### src/rtl/gfx_irq_pkg.sv
package gfx_irq_pkg;
    localparam int DW     = 32;
    localparam int AW     = 12;
    localparam int TOP_N  = 8;
    localparam int SUB_N  = 5;
    localparam int STRIDE = 4;
    localparam int VB_IDX = 2;

    localparam logic [AW-1:0] ADDR_ST    = 12'h100;
    localparam logic [AW-1:0] ADDR_SUB   = 12'h104;
    localparam logic [AW-1:0] ADDR_EN    = 12'h140;
    localparam logic [AW-1:0] ADDR_SUBEN = 12'h144;

    function automatic logic [DW-1:0] spread(input logic [TOP_N-1:0] v);
        logic [DW-1:0] r;
        r = '0;
        for (int i = 0; i < TOP_N; i++) r[i*STRIDE] = v[i];
        return r;
    endfunction

    function automatic logic [TOP_N-1:0] gather(input logic [DW-1:0] w);
        logic [TOP_N-1:0] r;
        for (int i = 0; i < TOP_N; i++) r[i] = w[i*STRIDE];
        return r;
    endfunction
endpackage

### src/rtl/gfx_irq_bank.sv
module gfx_irq_bank #(
    parameter int N = 8
) (
    input  logic         clk,
    input  logic         rst_n,
    input  logic [N-1:0] set_i,
    input  logic [N-1:0] clr_i,
    output logic [N-1:0] st_o
);
    typedef struct packed {
        logic [N-1:0] st;
    } bank_t;

    bank_t bank_d, bank_q;

    always_comb begin
        bank_d = bank_q;
        // set has priority over a same-cycle clear
        bank_d.st = (bank_q.st & ~clr_i) | set_i;
    end

    always_ff @(posedge clk) begin
        if (!rst_n) bank_q <= '0;
        else        bank_q <= bank_d;
    end

    assign st_o = bank_q.st;
endmodule

### src/rtl/gfx_irq_lines.sv
module gfx_irq_lines
    import gfx_irq_pkg::*;
(
    input  logic             clk,
    input  logic             rst_n,
    input  logic [TOP_N-1:0] top_st,
    input  logic [TOP_N-1:0] top_en,
    input  logic [SUB_N-1:0] sub_st,
    input  logic [SUB_N-1:0] sub_en,
    output logic             irq_gen,
    output logic             irq_vblank,
    output logic             halt
);
    localparam logic [TOP_N-1:0] VB_MASK = TOP_N'(1) << VB_IDX;

    typedef struct packed {
        logic gen;
        logic vb;
        logic halt;
    } line_t;

    line_t line_d, line_q;

    always_comb begin
        line_d      = line_q;
        line_d.gen  = (|(top_st & top_en & ~VB_MASK)) | (|(sub_st & sub_en));
        line_d.vb   = top_st[VB_IDX] & top_en[VB_IDX];
        line_d.halt = |top_st;
    end

    always_ff @(posedge clk) begin
        if (!rst_n) line_q <= '0;
        else        line_q <= line_d;
    end

    assign irq_gen    = line_q.gen;
    assign irq_vblank = line_q.vb;
    assign halt       = line_q.halt;
endmodule

### src/rtl/gfx_irq_ctrl.sv
module gfx_irq_ctrl
    import gfx_irq_pkg::*;
(
    input  logic                 clk,
    input  logic                 rst_n,
    input  logic [TOP_N-2:0]     ev_cause,
    input  logic [SUB_N-1:0]     ev_fault,
    input  logic                 host_acc_en,
    input  logic                 bus_wr,
    input  logic [AW-1:0]        bus_addr,
    input  logic [DW-1:0]        bus_wdata,
    output logic [DW-1:0]        bus_rdata,
    output logic                 irq_gen,
    output logic                 irq_vblank,
    output logic                 halt
);
    typedef struct packed {
        logic [TOP_N-1:0] en;
        logic [SUB_N-1:0] suben;
    } cfg_t;

    cfg_t cfg_d, cfg_q;

    logic [TOP_N-1:0] top_st, top_set, top_clr, wbits;
    logic [SUB_N-1:0] sub_st, sub_set, sub_clr, wclr_sub;
    logic [TOP_N-1:0] wclr_top;
    logic             wr_st, wr_sub, wr_en, wr_suben, sub_zeroed;

    assign wbits    = gather(bus_wdata);
    assign wr_st    = bus_wr && (bus_addr == ADDR_ST);
    assign wr_sub   = bus_wr && (bus_addr == ADDR_SUB);
    assign wr_en    = bus_wr && (bus_addr == ADDR_EN)    && host_acc_en;
    assign wr_suben = bus_wr && (bus_addr == ADDR_SUBEN) && host_acc_en;

    assign wclr_top = wr_st  ? wbits : '0;
    assign wclr_sub = wr_sub ? wbits[SUB_N-1:0] : '0;

    // detail write that empties the detail register drops the summary
    assign sub_zeroed = wr_sub && (|sub_st) && !(|(sub_st & ~wclr_sub));

    assign sub_set = ev_fault;
    assign sub_clr = wclr_sub | {SUB_N{wclr_top[0]}};
    assign top_set = {ev_cause, |ev_fault};
    assign top_clr = wclr_top | {{(TOP_N-1){1'b0}}, sub_zeroed};

    gfx_irq_bank #(.N(TOP_N)) u_top_bank (
        .clk   (clk),
        .rst_n (rst_n),
        .set_i (top_set),
        .clr_i (top_clr),
        .st_o  (top_st)
    );

    gfx_irq_bank #(.N(SUB_N)) u_sub_bank (
        .clk   (clk),
        .rst_n (rst_n),
        .set_i (sub_set),
        .clr_i (sub_clr),
        .st_o  (sub_st)
    );

    always_comb begin
        cfg_d = cfg_q;
        if (wr_en)    cfg_d.en    = wbits;
        if (wr_suben) cfg_d.suben = wbits[SUB_N-1:0];
    end

    always_ff @(posedge clk) begin
        if (!rst_n) cfg_q <= '0;
        else        cfg_q <= cfg_d;
    end

    always_comb begin
        case (bus_addr)
            ADDR_ST:    bus_rdata = spread(top_st);
            ADDR_SUB:   bus_rdata = spread({{(TOP_N-SUB_N){1'b0}}, sub_st});
            ADDR_EN:    bus_rdata = spread(cfg_q.en);
            ADDR_SUBEN: bus_rdata = spread({{(TOP_N-SUB_N){1'b0}}, cfg_q.suben});
            default:    bus_rdata = '0;
        endcase
    end

    gfx_irq_lines u_lines (
        .clk        (clk),
        .rst_n      (rst_n),
        .top_st     (top_st),
        .top_en     (cfg_q.en),
        .sub_st     (sub_st),
        .sub_en     (cfg_q.suben),
        .irq_gen    (irq_gen),
        .irq_vblank (irq_vblank),
        .halt       (halt)
    );
endmodule

### config.mk
export PLATFORM = sky130hd
export DESIGN_NAME = gfx_irq_ctrl
export DESIGN_NICKNAME = d
export VERILOG_FILES = /design/src/rtl/gfx_irq_pkg.sv /design/src/rtl/gfx_irq_bank.sv /design/src/rtl/gfx_irq_lines.sv /design/src/rtl/gfx_irq_ctrl.sv
export SDC_FILE = /design/constraint.sdc
export NUM_CORES = 1
export LEC_CHECK = 0
export ABC_AREA = 1
export BUFFER_PORTS_ARGS = -buffer_cell sky130_fd_sc_hd__buf_2
export CAP_MARGIN = 20
export CELL_PAD_IN_SITES_DETAIL_PLACEMENT = 0
export CELL_PAD_IN_SITES_GLOBAL_PLACEMENT = 1
export CORE_AREA = 2 2 82 84
export DETAILED_ROUTE_END_ITERATION = 6
export DIE_AREA = 0 0 84 86
export GPL_TIMING_DRIVEN = 0
export PLACE_DENSITY = 0.85
export SLEW_MARGIN = 30
export SYNTH_ARGS = -nofsm -noshare
export SYNTH_HDL_FRONTEND = slang
export SYNTH_HIERARCHICAL = 1
export SYNTH_SLANG_ARGS = --single-unit
### constraint.sdc
create_clock -name clk -period 2.86 [get_ports clk]
set_clock_uncertainty 0.1 [all_clocks]
set_input_delay 0.286 -clock clk [delete_from_list [all_inputs] [get_ports clk]]
set_output_delay 0.286 -clock clk [all_outputs]
set_load 0.03 [all_outputs]
## Yosys cells after proc, flatten, opt, wreduce, memory -nomap -nowiden

Cells that the tools add are included.

| operators by class | value |
|---|---|
| bitwise gates (word level) | 14 |
| equal/unequal tests | 4 |
| reduce and logical (&&, ||, !) cells | 15 |
| multiplexer cells | 3 |

Operators with widths:

| operator | count |
|---|---|
| 29-bit one-hot mux with 4 select lines | 1 |
| 12-bit by 9-bit == test with 1-bit output (second input constant) | 4 |
| 5-bit OR reduction | 4 |
| 8-bit bitwise AND | 2 |
| 5-bit bitwise AND | 3 |
| 5-bit inverter | 2 |
| 5-bit bitwise OR | 2 |
| 1-bit logical AND | 8 |
| 8-bit 2-to-1 mux | 1 |
| 8-bit inverter | 1 |
| 8-bit by 1-bit bitwise OR with 8-bit output | 1 |
| 8-bit bitwise OR | 1 |
| 8-bit OR reduction | 1 |
| 7-bit OR reduction | 1 |
| 5-bit 2-to-1 mux | 1 |
| 1-bit bitwise AND | 1 |
| 1-bit logical NOT | 1 |
| 1-bit bitwise OR | 1 |

| word-level totals | value |
|---|---|
| flip-flop bits (word level) | 29 |
| logic and storage cells | 43 |
| output and inout port bits | 35 |
| input bits | 60 |

## Depth between registers and ports, before layout

Gate-level depths: netlist of run 1.

| logic depth | value |
|---|---|
| depth after elaboration | 12 |
| gate-level depth with buffers | 11 |
| gate-level depth less buffers | 11 |

## Modules after synthesis

The synthesis of run 1 kept the hierarchy.

Modules (own cells, without submodules):

| module | times used | cells each | sequential area each (um2) | area each (um2) |
|---|---|---|---|---|
| gfx_irq_ctrl | 1 | 223 | 260.2 | 1,438.9 |
| gfx_irq_bank (u_top_bank) | 1 | 41 | 160.2 | 294.0 |
| gfx_irq_lines | 1 | 34 | 60.1 | 187.7 |
| gfx_irq_bank (u_sub_bank) | 1 | 26 | 100.1 | 185.2 |

## Worst setup path before layout of run 1

Ideal clock, no wire load.

| timing path | value |
|---|---|
| kind | in2out |
| start point | in bus_addr[3] |
| end point | out bus_rdata[24] |
| slack | 1.246 ns |
| arrival time | 1.228 ns |
| stages | 6 |
| buffers on the path | 1 |
| required time | 2.474 ns |
| cells stage by stage | nor2_1 > nand2_2 > inv_2 > buf_2 > nand3_1 > o21ai_1 |

| on the way | value |
|---|---|
| word-level cells in the longest chain between the ends | 2 |
| elaborated cells between the ends (all ways) | 5 |
| classes of those cells | eq/ne: 4; mux: 1 |

RTL lines:

| item | RTL line | source |
|---|---|---|
| start: declaration | gfx_irq_ctrl.sv:10 | `input logic [AW-1:0] bus_addr,` |
| 12-bit by 9-bit == test with 1-bit output | gfx_irq_ctrl.sv:74 | `case (bus_addr)` |
| 29-bit one-hot mux with 4 select lines (*) | gfx_irq_ctrl.sv:74 |  |
| end: declaration | gfx_irq_ctrl.sv:12 | `output logic [DW-1:0] bus_rdata,` |

Mark *: on every way between the ends. The rest lies on a longest branch, timed or not.

## Worst setup path in the final report of run 1

| timing path | value |
|---|---|
| start point | in bus_addr[3] |
| end point | out bus_rdata[4] |

The elaborated chain is that of the path after synthesis.

==> key figures, run 1 <==
Run status
  • Status: complete, no violations

GRT
  • Initial antenna violation count: 0
  • GR Util met1: 20.2%
  • GR Util met2: 23.3%
  • Met3 GRT Util: 3.95%
  • Largest net degree at the start of global routing: 11
  • Total GRT Usage: 14.9%
  • First-pass GRT wire length: 8580 um
  • Grt total ovfl: 0
  • Number of global-route vias before repair: approximately 1800
  • GR peak layer: met2

Synthesis
  • Sequential fraction of the synthesis area: 27.6%
  • Synth Cell Area: between 2000 and 2500 sq um
  • Netlist cell types: 25
  • Synth Area per Inst: 6.50 sq um
  • Post-Synth XOR/XNOR Area: 0%
  • Top post-synthesis cells by area: dfxtp_1, nand2_1, inv_1, buf_4, nor2_1
  • Largest family of logic cells by synthesized area: simple AND/OR/NAND/NOR gates
  • Synthesis-stage register bit count: 29
  • Gate Count Post-Synth: approximately 320
  • EDFF count, synth: 0
  • Area share of the largest cell type after synthesis: 27.6%
  • Post-synth top flop: dfxtp_1
  • Top cells by instance count after synthesis: nand2_1, inv_1, nor2_1
  • Simple-Gate Fraction of Synth Area: between 40% and 50%
  • YS warnings: 6
  • Synth Area in Compound Gates: 4.99%
  • Adder-Cell Fraction of Synth Area: 0%
  • Yosys top cell by area: dfxtp_1
  • Fraction of registers with async set/reset: 0%
  • Mux cell area share after synthesis: 0%
  • Most frequent cell after synthesis: nand2_1

Worst setup path
  • R2r startpoint: u_sub_bank/st_o[1]$_SDFF_PN0_
  • Crit path capture: bus_rdata[4]
  • Critical path origin: bus_addr[3]
  • Startpoint Class: input pin
  • Critical path fanouts, max: 10
  • Reg-to-reg setup timing slack: 1.65 ns
  • Worst path arrival time: 1.48 ns
  • Critical path type: in -> out
  • Worst path required time: 2.47 ns
  • FF-to-FF path depth: 9
  • Crit Reg-Reg Endpoint: u_top_bank/st_o[0]$_SDFF_PN0_
  • Endpoint class of the critical path: output port

Floorplanning
  • Die X: 84 um
  • Placement Rows: 29
  • Die area: 7220 sq um
  • Die Y: 86 um
  • Core ar.: 6280 sq um
  • Io pins: 95
  • Initial Util: 33.5%

STA
  • Slew Limit Fails: 0
  • Final hold vios: 0
  • Final period util: 65.3%
  • Setup TNS: 0 ns
  • Tmin final: 1.87 ns
  • Final setup violation count: 0
  • Fmax: about 540 MHz
  • RSZ-0062 raised after global routing: no

Placement
  • Post-DP HPWL: 4180 um
  • GP Congestion: roughly 0.81
  • Port Buffers: 46

Power
  • P_int: 0.000767 W
  • Switching power total: 0.000294 W
  • Peak supply drop: 0.220 mV
  • Clock power share: 42.0%
  • Leak: 1.45 nW
  • Switching Share: 27.7%
  • Sequential share of power: 41.0%
  • Pwr dens: approximately 400 nW/um^2
  • Gate power share: between 10% and 20%

Clock network
  • Setup Fix Bufs, Post-CTS: 0
  • H-tree Lvls: 2
  • Hold_buf cts: 0
  • Max clock buf depth: 2
  • Sink Count: 29
  • Clk pin slew, worst setup/hold paths: 0.06 ns
  • Clock latency on the worst-skew pair: 0.29 ns
  • Post-CTS Resized: 0
  • Num CTS Buffers: 5
  • CTS tree: done
  • Clk root buf: clkbuf_8

Detailed routing
  • Via count: 2045
  • Antenna-violating nets left: 0
  • Pre-antenna DRT Iters: 4
  • DRT Wirelength: 5160 um
  • Initial DRC count: 119
  • Via/cell ratio: ~4.3
  • DRC: 0
  • DR WL/cell: 10.8 um

Cells and area
  • Layout cells sized above 1: a little over a quarter
  • Fin util: 42.0%
  • Final nets: 460
  • Area grow syn2layout: 25.1%
  • Antenna Cells: 0
  • Fillers: 690

Min path
  • Worst hold path class: in -> reg

Flow run
  • Max cap viols: 0
[per-stage QoR]
step                      cells  hold slack, ns  instance area (sq um)  worst slack (ns)  total power (W)
after CTS                   478           0.122                   2640             0.987          0.00107
final                       478           0.129                   2640             0.991          0.00106
after global routing        478           0.132                   2640             0.845          0.00112
after detailed placement    470           0.392                   2520             0.989         0.000625
after floorplan             347           0.284                   2190              1.25         0.000571
after global placement      470           0.392                   2520             0.999         0.000623
[layout by cell type (no fill, tap or decap), types with 4 or more instances in the layout]
| cell type | instances |
|---|---|
| a21oi_1 | 14 |
| buf_4 | 24 |
| inv_1 | 60 |
| buf_2 | 48 |
| nand4_1 | 19 |
| nor2_1 | 39 |
| dfxtp_1 | 29 |
| o21ai_1 | 7 |
| nand2_2 | 4 |
| nand3_4 | 4 |
| nand2_1 | 68 |
| nor2_4 | 6 |
| clkbuf_8 | 6 |
| nand3_1 | 25 |
| inv_2 | 5 |
| conb_1 | 24 |
[registers in the layout, indices dropped and copies added (netlist names)]
| register | flops |
|---|---|
| u_lines/irq_vblank | 1 |
| cfg_q | 13 |
| u_top_bank/st_o | 8 |
| u_lines/irq_gen | 1 |
| u_lines/halt | 1 |
| u_sub_bank/st_o | 5 |
[metal layers]
metal,part of all wire [%],vias to the layer above
li1,-,1105
met1,48,871
met2,45,63
met3,5.9,6
met4,1.1,0
met5,0,-
[power groups by stage]
stage                     logic, W  registers (W)  clock network, W
final                     0.000181       0.000435          0.000445
after detailed placement  0.000181       0.000444                 0
after CTS                 0.000181       0.000435          0.000457
after global placement    0.000179       0.000444                 0
after floorplan           0.000131       0.000439                 0
after global routing      0.000200       0.000437          0.000479
[area by class of cell]
cell class / count / area [sq um] / area share [%]
plain buffers: 30 / 228 / 8.64
clock buffers: 7 / 86.3 / 3.28
clock inverters: 1 / 30.0 / 1.14
inverters: 66 / 250 / 9.50
multi-input cells: 222 / 1130 / 43.0
flip-flops and latches: 29 / 581 / 22.0
well taps: 77 / 96.3 / 3.66
repair buffers: 46 / 230 / 8.74
[critical path, stage by stage]
cell and delay (ns):
buf_2 0.10, inv_1 0.04, nand2_1 0.07, nor2_4 0.27
buf_2 0.27, nand3_1 0.09, nand4_1 0.13, buf_2 0.21
[worst min path at each step]
stage / endpoint / from / depth (start not counted)
2_1_floorplan: u_lines/irq_gen$_SDFF_PN0_ / rst_n / 2
3_3_place_gp: u_top_bank/st_o[5]$_SDFF_PN0_ / u_top_bank/st_o[5]$_SDFF_PN0_ / 2
4_1_cts: u_top_bank/st_o[6]$_SDFF_PN0_ / ev_cause[5] / 3
5_1_grt: u_top_bank/st_o[7]$_SDFF_PN0_ / ev_cause[6] / 3
3_5_place_dp: u_top_bank/st_o[5]$_SDFF_PN0_ / u_top_bank/st_o[5]$_SDFF_PN0_ / 2
6_report: u_top_bank/st_o[7]$_SDFF_PN0_ / ev_cause[6] / 3
[cell families after synthesis]
logic type / count (synthesis)
flip-flops: 29
AND/OR/NAND/NOR: 177
other: 1
AO/OA/AOI/OAI: 21
buffers and inverters: 96
(Power assumes the default switching activity.)
==> run 2, diff against run 1 <==
--- a/config.mk
+++ b/config.mk
@@ -10,11 +10,11 @@
 export CAP_MARGIN = 20
 export CELL_PAD_IN_SITES_DETAIL_PLACEMENT = 0
 export CELL_PAD_IN_SITES_GLOBAL_PLACEMENT = 1
-export CORE_AREA = 2 2 82 84
+export CORE_AREA = 2 2 85 87
 export DETAILED_ROUTE_END_ITERATION = 6
-export DIE_AREA = 0 0 84 86
+export DIE_AREA = 0 0 87 89
 export GPL_TIMING_DRIVEN = 0
-export PLACE_DENSITY = 0.85
+export PLACE_DENSITY = 0.8
 export SLEW_MARGIN = 30
 export SYNTH_ARGS = -nofsm -noshare
 export SYNTH_HDL_FRONTEND = slang
==> constraint.sdc (replaced) <==
create_clock -name clk -period 1.9 [get_ports clk]
set_clock_uncertainty 0.1 [all_clocks]
set_input_delay 0.19 -clock clk [delete_from_list [all_inputs] [get_ports clk]]
set_output_delay 0.19 -clock clk [all_outputs]
set_load 0.03 [all_outputs]
==> key figures, run 2 (synthesized netlist as in run 1, its figures left out) <==
GRT
  • Initial antenna violation count: 0 (unchanged)
  • Total GRT Usage: 14.0% (was 14.9%)
  • Largest net degree at the start of global routing: 11 (unchanged)
  • Number of global-route vias before repair: 1748 (was 1809)
  • First-pass GRT wire length: 8400 um (was 8580 um)
  • Grt total ovfl: 0 (unchanged)

STA
  • Fmax: 602 MHz
  • Tmin final: 1.66 ns
  • Final hold vios: 0 (unchanged)
  • Slew Limit Fails: 0 (unchanged)
  • Final setup violation count: 0 (unchanged)
  • Final period util: a little under 90%
  • RSZ-0062 raised after global routing: no (unchanged)
  • Hold Slack: 0.0346 ns (was 0.129 ns)
  • Setup TNS: 0 ns (unchanged)

Detailed routing
  • Via/cell ratio: 4.35 (was 4.28)
  • Initial DRC count: 88 (was 119)
  • DRT Wirelength: 5310 um (was 5160 um)
  • DR WL/cell: 11.0 um (was 10.8 um)
  • Via count: 2092 (was 2045)
  • Pre-antenna DRT Iters: 5 (was 4)
  • Antenna-violating nets left: 0 (unchanged)
  • DRC: 0 (unchanged)

Power
  • Pwr dens: 603 nW/um^2 (was 403 nW/um^2)
  • Leak: 1.45 nW (unchanged)
  • Switching Share: 27.4% (was 27.7%)
  • Sequential share of power: 41.2% (was 41.0%)
  • Switching power total: 0.000436 W (was 0.000294 W)
  • P_int: 0.00116 W (was 0.000767 W)
  • Peak supply drop: 0.271 mV (was 0.220 mV)
  • Gate power share: 17.1% (was 17.0%)
  • Clock power share: 41.7% (was 42.0%)

Clock network
  • H-tree Lvls: 2 (unchanged)
  • Hold_buf cts: 0 (unchanged)
  • Setup Fix Bufs, Post-CTS: 0 (unchanged)
  • Post-CTS Resized: 0 (unchanged)
  • Num CTS Buffers: 5 (unchanged)
  • CTS tree: done (unchanged)
  • Clock latency on the worst-skew pair: 0.28 ns (was 0.29 ns)
  • Max clock buf depth: 2 (unchanged)
  • Sink Count: 29 (unchanged)
  • Clk root buf: clkbuf_8 (unchanged)
  • Clk pin slew, worst setup/hold paths: 0.06 ns (about the same)

Cells and area
  • Layout cells sized above 1: 27.4% (unchanged)
  • Sequential cell area: 581 sq um (unchanged)
  • Commonest cells after routing, fill and taps aside: nand2_1, inv_1, buf_2 (unchanged)
  • Antenna Cells: 0 (unchanged)
  • Area of the multi-input gates: 1130 sq um (unchanged)
  • Most common cell after layout, fill and taps aside: nand2_1 (unchanged)
  • Final nets: 460 (unchanged)
  • Max FFs per register: 13 (unchanged)
  • Cell area after layout: 2640 sq um (about the same)
  • Register with the most flip-flops: cfg_q (unchanged)
  • Area grow syn2layout: 25.3% (was 25.1%)
  • Fillers: 763 (was 690)

Run status
  • Status: complete, no violations (unchanged)

Worst setup path
  • Worst path arrival time: 1.37 ns (was 1.48 ns)
  • Slowest cell on crit path: buf_2 (was nor2_4)
  • Critical path type: in -> out (unchanged)
  • Crit-path cells: buf_2 -> nor2_1 -> nand2_2 -> inv_2 -> buf_2 -> nand3_1 -> nand4_1 -> buf_2 (was buf_2 -> inv_1 -> nand2_1 -> nor2_4 -> buf_2 -> nand3_1 -> nand4_1 -> buf_2)
  • Most common cell on crit path: buf_2 (unchanged)
  • Critical path fanouts, max: 10 (unchanged)
  • Worst path top cell family by delay: buffers and inverters (unchanged)
  • Worst path max stage delay: 0.24 ns (was 0.27 ns)
  • Endpoint class of the critical path: output port (unchanged)
  • Worst path required time: 1.61 ns (was 2.47 ns)
  • Worst path bufs/invs: 4 (unchanged)
  • Startpoint Class: input pin (unchanged)

Floorplanning
  • Placement Rows: 30 (was 29)
  • Die Y: 89 um (was 86 um)
  • Die area: 7740 sq um (was 7220 sq um)
  • Core ar.: 6720 sq um (was 6280 sq um)
  • Die X: 87 um (was 84 um)
  • Initial Util: 31.3% (was 33.5%)
  • Io pins: 95 (unchanged)

Flow run
  • Max cap viols: 0 (unchanged)

Placement
  • Port Buffers: 46 (unchanged)
  • Placement-stage cell area: 2520 sq um (about the same)
  • GP Congestion: 0.785 (was 0.806)
  • Post-DP HPWL: 4290 um (was 4180 um)

Min path
  • Worst hold path class: in -> reg (unchanged)
-- run 2: cell counts in the layout (fill, tap and decap cells not counted) --
No cell type changed its count.
-- run 2: stage by stage --
step / utilization [%] / setup slack [ns] / power [W] / std cells
after CTS: 39.3 / 0.236 / 0.00161 / 481
after global routing: 39.3 / 0.120 / 0.00167 / 481
after global placement: 37.5 / 0.226 / 0.000938 / 473
final: 39.3 / 0.239 / 0.00159 / 481
after detailed placement: 37.5 / 0.236 / 0.000940 / 473
after floorplan: - / 0.478 / 0.000859 / 347
-- run 2: final timing paths --
path | start | endpoint | slack (ns) | cells past startpoint
max | bus_addr[3] | bus_rdata[16] | 0.24 | 8
min reg2reg | cfg_q[1]$_SDFFE_PN0P_ | cfg_q[1]$_SDFFE_PN0P_ | 0.41 | 2
max reg2reg | u_sub_bank/st_o[1]$_SDFF_PN0_ | u_top_bank/st_o[0]$_SDFF_PN0_ | 0.68 | 9
min | ev_cause[0] | u_top_bank/st_o[1]$_SDFF_PN0_ | 0.03 | 3
-- run 2: layout make-up --
cell class                 count  share of cell area [%]
sequential                    29                    22.0
clock inverter                 1                    1.14
clock buffer                   7                    3.27
tap                           80                    3.79
buffer                        30                    8.63
timing repair buffer          46                    8.72
multi-input combinational    222                    43.0
inverter                      66                    9.48
-- run 2: worst min-delay path, stage by stage --
cell and delay (ns):
buf_2 0.09, inv_1 0.04, a21oi_1 0.05
-- run 2: layer usage --
metal / up-vias / track usage, % / routed length, um
li1: 1102 / - / -
met1: 910 / 19.0 / 2560
met2: 75 / 22.8 / 2320
met3: 5 / 3.23 / 389
met4: 0 / 2.98 / 42
met5: - / 0 / 0
-- run 2: power by group through the flow --
stage	logic, W	clock network [W]	registers (W)
after detailed placement	0.000272	0	0.000668
after global placement	0.000270	0	0.000668
after CTS	0.000273	0.000682	0.000654
after global routing	0.000300	0.000710	0.000658
final	0.000272	0.000663	0.000655
after floorplan	0.000198	0	0.000661
